[config.mk]
export PLATFORM = sky130hd
export DESIGN_NAME = xfer_queue_seq
export DESIGN_NICKNAME = d
export VERILOG_FILES = /design/src/rtl/seq_pkg.sv /design/src/rtl/seq_ptr_step.sv /design/src/rtl/seq_flags.sv /design/src/rtl/xfer_queue_seq.sv
export SDC_FILE = /design/constraint.sdc
export NUM_CORES = 1
export LEC_CHECK = 0
export CAP_MARGIN = 10
export CORE_ASPECT_RATIO = 1.4
export CORE_UTILIZATION = 45
export CTS_CLUSTER_SIZE = 8
export DETAILED_ROUTE_END_ITERATION = 12
export HOLD_SLACK_MARGIN = 0.1
export PLACE_DENSITY_LB_ADDON = 0.05
export SYNTH_ARGS = -nofsm -noshare
export SYNTH_HDL_FRONTEND = slang
export SYNTH_SLANG_ARGS = --single-unit
[constraint.sdc]
create_clock -name clk -period 3.2 [get_ports clk]
set_clock_uncertainty 0.15 [all_clocks]
set_input_delay 0.8 -clock clk [delete_from_list [all_inputs] [get_ports clk]]
set_output_delay 0.8 -clock clk [all_outputs]
set_load 0.01 [all_outputs]
[src/rtl/seq_pkg.sv]
package seq_pkg;
  typedef enum logic [2:0] {
    S_IDLE,
    S_REQ,
    S_WAIT,
    S_HALT,
    S_STOP
  } seq_state_t;
endpackage

[src/rtl/seq_ptr_step.sv]
module seq_ptr_step #(
  parameter int PTR_W = 4
) (
  input  logic [PTR_W-1:0] cur,
  input  logic [PTR_W-1:0] last,
  input  logic [PTR_W-1:0] start,
  input  logic             wrap_en,
  input  logic             wrap_to_new,
  output logic [PTR_W-1:0] nxt,
  output logic             at_end,
  output logic             stop_now
);
  localparam logic [PTR_W-1:0] ONE = PTR_W'(1);

  always_comb begin
    at_end   = (cur == last);
    stop_now = at_end && !wrap_en;
    if (at_end && wrap_en) nxt = wrap_to_new ? start : '0;
    else                   nxt = cur + ONE;
  end
endmodule

[src/rtl/seq_flags.sv]
module seq_flags #(
  parameter int PTR_W = 4
) (
  input  logic             clk,
  input  logic             rst_n,
  input  logic             done_evt,
  input  logic             at_end,
  input  logic [PTR_W-1:0] cur,
  input  logic             clr_done,
  input  logic             mf_pulse,
  input  logic             clr_modf,
  output logic [PTR_W-1:0] cpt_ptr,
  output logic             done_flag,
  output logic             modf_flag
);
  always_ff @(posedge clk or negedge rst_n) begin
    if (!rst_n) begin
      cpt_ptr   <= '0;
      done_flag <= 1'b0;
      modf_flag <= 1'b0;
    end else begin
      if (done_evt) cpt_ptr <= cur;
      if (done_evt && at_end) done_flag <= 1'b1;
      else if (clr_done)      done_flag <= 1'b0;
      if (mf_pulse)      modf_flag <= 1'b1;
      else if (clr_modf) modf_flag <= 1'b0;
    end
  end
endmodule

[src/rtl/xfer_queue_seq.sv]
module xfer_queue_seq
  import seq_pkg::*;
#(
  parameter int PTR_W = 4
) (
  input  logic             clk,
  input  logic             rst_n,
  input  logic             enable,
  input  logic [PTR_W-1:0] new_ptr,
  input  logic [PTR_W-1:0] end_ptr,
  input  logic             wrap_en,
  input  logic             wrap_to_new,
  input  logic             halt_req,
  input  logic             loop_mode,
  input  logic             irq_en,
  input  logic             clr_done,
  input  logic             clr_modf,
  input  logic             mode_fault,
  output logic             req_valid,
  input  logic             req_ready,
  input  logic             xfer_done,
  output logic             ser_loop,
  output logic [PTR_W-1:0] cur_ptr,
  output logic [PTR_W-1:0] cpt_ptr,
  output logic             done_flag,
  output logic             halt_ack,
  output logic             modf_flag,
  output logic             irq
);
  seq_state_t state_q, state_d;
  logic [PTR_W-1:0] ptr_q, ptr_d, nxt;
  logic at_end, stop_now, busy, done_evt;

  seq_ptr_step #(.PTR_W(PTR_W)) u_step (
    .cur(ptr_q), .last(end_ptr), .start(new_ptr),
    .wrap_en(wrap_en), .wrap_to_new(wrap_to_new),
    .nxt(nxt), .at_end(at_end), .stop_now(stop_now)
  );

  assign busy     = (state_q == S_REQ) || (state_q == S_WAIT) || (state_q == S_HALT);
  assign done_evt = (state_q == S_WAIT) && xfer_done && !mode_fault;

  seq_flags #(.PTR_W(PTR_W)) u_flags (
    .clk(clk), .rst_n(rst_n), .done_evt(done_evt), .at_end(at_end),
    .cur(ptr_q), .clr_done(clr_done), .mf_pulse(mode_fault),
    .clr_modf(clr_modf), .cpt_ptr(cpt_ptr), .done_flag(done_flag),
    .modf_flag(modf_flag)
  );

  always_comb begin
    state_d = state_q;
    ptr_d   = ptr_q;
    if (mode_fault && busy) begin
      state_d = S_STOP;
    end else if (!enable) begin
      state_d = S_IDLE;
    end else begin
      unique case (state_q)
        S_IDLE: begin
          state_d = S_REQ;
          ptr_d   = new_ptr;
        end
        S_REQ: if (req_ready) state_d = S_WAIT;
        S_WAIT: if (xfer_done) begin
          if (stop_now)      state_d = S_STOP;
          else if (halt_req) state_d = S_HALT;
          else begin
            state_d = S_REQ;
            ptr_d   = nxt;
          end
        end
        S_HALT: if (!halt_req) begin
          state_d = S_REQ;
          ptr_d   = nxt;
        end
        S_STOP: state_d = S_STOP;
        default: state_d = S_IDLE;
      endcase
    end
  end

  always_ff @(posedge clk or negedge rst_n) begin
    if (!rst_n) begin
      state_q <= S_IDLE;
      ptr_q   <= '0;
    end else begin
      state_q <= state_d;
      ptr_q   <= ptr_d;
    end
  end

  assign req_valid = (state_q == S_REQ);
  assign cur_ptr   = ptr_q;
  assign halt_ack  = (state_q == S_HALT);
  assign ser_loop  = loop_mode;
  assign irq       = irq_en && (halt_ack || modf_flag);
endmodule

==> metrics <==
Critical Path AT=1890 ps; Die Span X=38.45 um; count leader, synth=dfrtp_1; DP HPWL=approximately 1.5 mm; Root Buffer=clkbuf_4; #FFs+latches synth=13; Main synth FF type=dfrtp_1; Avg Vias per Cell=~5.5; WS Path Type=in -> out; Worst Path Buf+Inv=2; clock slew at reported path FFs=80 ps; worst-case reg-to-reg path depth=5; H-tree levels=1; CP Depth=3; top cells by area, synth=dfrtp_1 (39%), mux2_2 (5.4%), xnor2_1 (4.2%), nor2_1 (3.6%), inv_1 (3.1%); Fmax achieved=352.6 MHz; Synth Warn #=0; TritonCTS Sinks=13; status=finished, final reports clean; Ant. Diodes=0; Layout Cells excl Fill=139; die height=roughly 53 um; top cells by count, synth=dfrtp_1 (13), nor2_1 (8), inv_1 (7), o21ai_0 (5); # resized after CTS=0; CP max FO=1; CP top delay family=buffers and inverters; Worst Path Required=2250 ps; Mapped Cells=86; Initial Utilization=0.4765; cell depth of the worst hold path=1; sequential share of the synthesized area=0.3886; number of routed nets with antenna violations=0; final slew viol count=0; area leader, netlist=dfrtp_1; VDD IR max=~0.49 mV; clock buffer depth=2; area grow syn2layout=41.41%; Max-Cap Viols=0; first-pass GRT wire length=3.118 mm; PortBufs=32; Num CTS Buffers=3; via count=766; min cycle time layout=2836 ps; Routed wire per std cell=between 10 and 15 um; CTS tree=yes; gr ovfl total=0; syn_area_per_cell=9.733 sq um; number of global-route vias before repair=761; Ports=35; Fin Setup TNS=0 ps; total wire length=1.992 mm; Post-CTS Setup Bufs=0; CP peak stage delay=520 ps; Startpoint Class=input port; crit-path cells=clkdlybuf4s50_1 -> o21a_1 -> clkdlybuf4s50_1; worst slew pin tran=623.7 ps; first-pass detailed-route iteration total=4; # setup viols final=0; share of the synthesized area in the top cell type=0.3886; Static Leak=0.0005003 uW; Slew HR=0.5829; Clock Latency Late Sink=280 ps; RSZ-0062 raised after global routing=no; worst hold path type=reg -> reg; antenna violations before repair=0; largest net degree at the start of global routing=14; die area=approximately 2000 sq um; slowest cell on the critical path=clkdlybuf4s50_1; Final nets=142; Site Rows=18; Placed Instances=135; Distinct cells, synth=37; RD Place Congestion=0.7930; critical path capture point type=output port; Synth Cell Area=837.1 sq um; Iteration-0 DRC Markers=7; Final period util=0.8863; asr flop ratio synth=1.000; drt drc=0; EDFF count, synth=0; Post-Syn Nets=108; most used cell along the critical path=clkdlybuf4s50_1; P per Cell Area=about 740 nW/um^2; share of post-route cells with drive strength above 1=0.1176; CTS Hold Bufs=0; final hold violation count=0; Core ar.=between 1500 and 2000 sq um; GRT Total Usage=0.2201
## cell type report
cell class	count	area (sq um)
tap	20	25.02
clock inverter	1	5.005
inverter	7	26.28
sequential	13	325.3
clock buffer	3	22.52
timing repair buffer	32	320.3
fill	146	573.1
multi-input combinational	63	459.2
## through the flow
stage               power (uW)  utilization  worst slack [ps]  hold slack (ps)  area (sq um)
floorplan                592.1            -              1166            354.4         837.1
global placement         759.2       0.6581             368.5            338.3          1156
detailed placement       778.3       0.6581             364.3            347.1          1156
CTS                      884.9       0.6738             358.3            372.1          1184
global route             946.7       0.6738             276.2            379.3          1184
finish                   878.5       0.6738             363.9            369.5          1184
## layer usage
metal / global-route usage / vias to the layer above / share of wire
met1: 0.2434 / 365 / 0.42
li1: - / 375 / -
met4: 0.1149 / 0 / 0.016
met2: 0.3842 / 21 / 0.53
met5: 0 / - / 0
met3: 0.04202 / 5 / 0.036
## state kept, by name, indices dropped and copies added (netlist names)
name / count
u_flags.modf_flag: 1
state_q: 3
u_flags.cpt_ptr: 4
cur_ptr: 4
u_flags.done_flag: 1
## where the power goes
group	total (uW)	leakage (uW)	switching (uW)	internal (uW)
Sequential	317	0.000163	90.8	226
Clock	105	0.0000177	58.8	46.4
Combinational	456	0.000319	187	270
## path summary, 6_finish.rpt
path,from,end,slack (ps)
min in group asynchronous,rst_n,state_q[2]$_DFFE_PN0P_,750
max in group asynchronous,rst_n,cur_ptr[2]$_DFFE_PN0P_,1750
max,irq_en,irq,360
min reg2reg,u_flags.cpt_ptr[1]$_DFFE_PN0P_,u_flags.cpt_ptr[1]$_DFFE_PN0P_,370
max reg2reg,cur_ptr[0]$_DFFE_PN0P_,cur_ptr[2]$_DFFE_PN0P_,1290
min,u_flags.cpt_ptr[1]$_DFFE_PN0P_,u_flags.cpt_ptr[1]$_DFFE_PN0P_,370
## worst register-to-register path, delay by kind of cell (launching register included)
family           cells  cell delay, ps
AO/OA/AOI/OAI        3             760
flip-flops           1             460
XOR/XNOR             1             230
AND/OR/NAND/NOR      1             200
## cell families (layout without fill, tap and decap cells)
family / count (synthesis) / count (layout) / share of synthesized area
simple gates: 27 / 27 / 0.1988
flops: 13 / 13 / 0.3886
fa+ha+maj: 1 / 1 / 0.01495
mux: 4 / 4 / 0.05381
compound gates: 27 / 27 / 0.2392
xor+xnor: 4 / 4 / 0.04185
buf+inv: 10 / 43 / 0.06278
## layout by cell type, fill, tap and decap left out, drive strengths merged
master	instances
nand2b	2
o32ai	1
ha	1
nor3b	2
nor4b	1
a21o	1
o311a	1
and3	4
o2bb2ai	2
and2	2
o22ai	1
clkdlybuf4s50	32
dfrtp	13
o2bb2a	1
nor2b	1
a21boi	1
o21a	3
a22o	2
nand2	3
o211ai	1
a21oi	3
o31a	1
or2b	1
o21ai	8
inv	7
nand3b	1
mux2	4
nand4	1
a2bb2oi	1
and4b	1
xnor2	4
clkinv	1
clkbuf	3
nor2	8
Note: power is estimated with default switching activity, not from simulation.
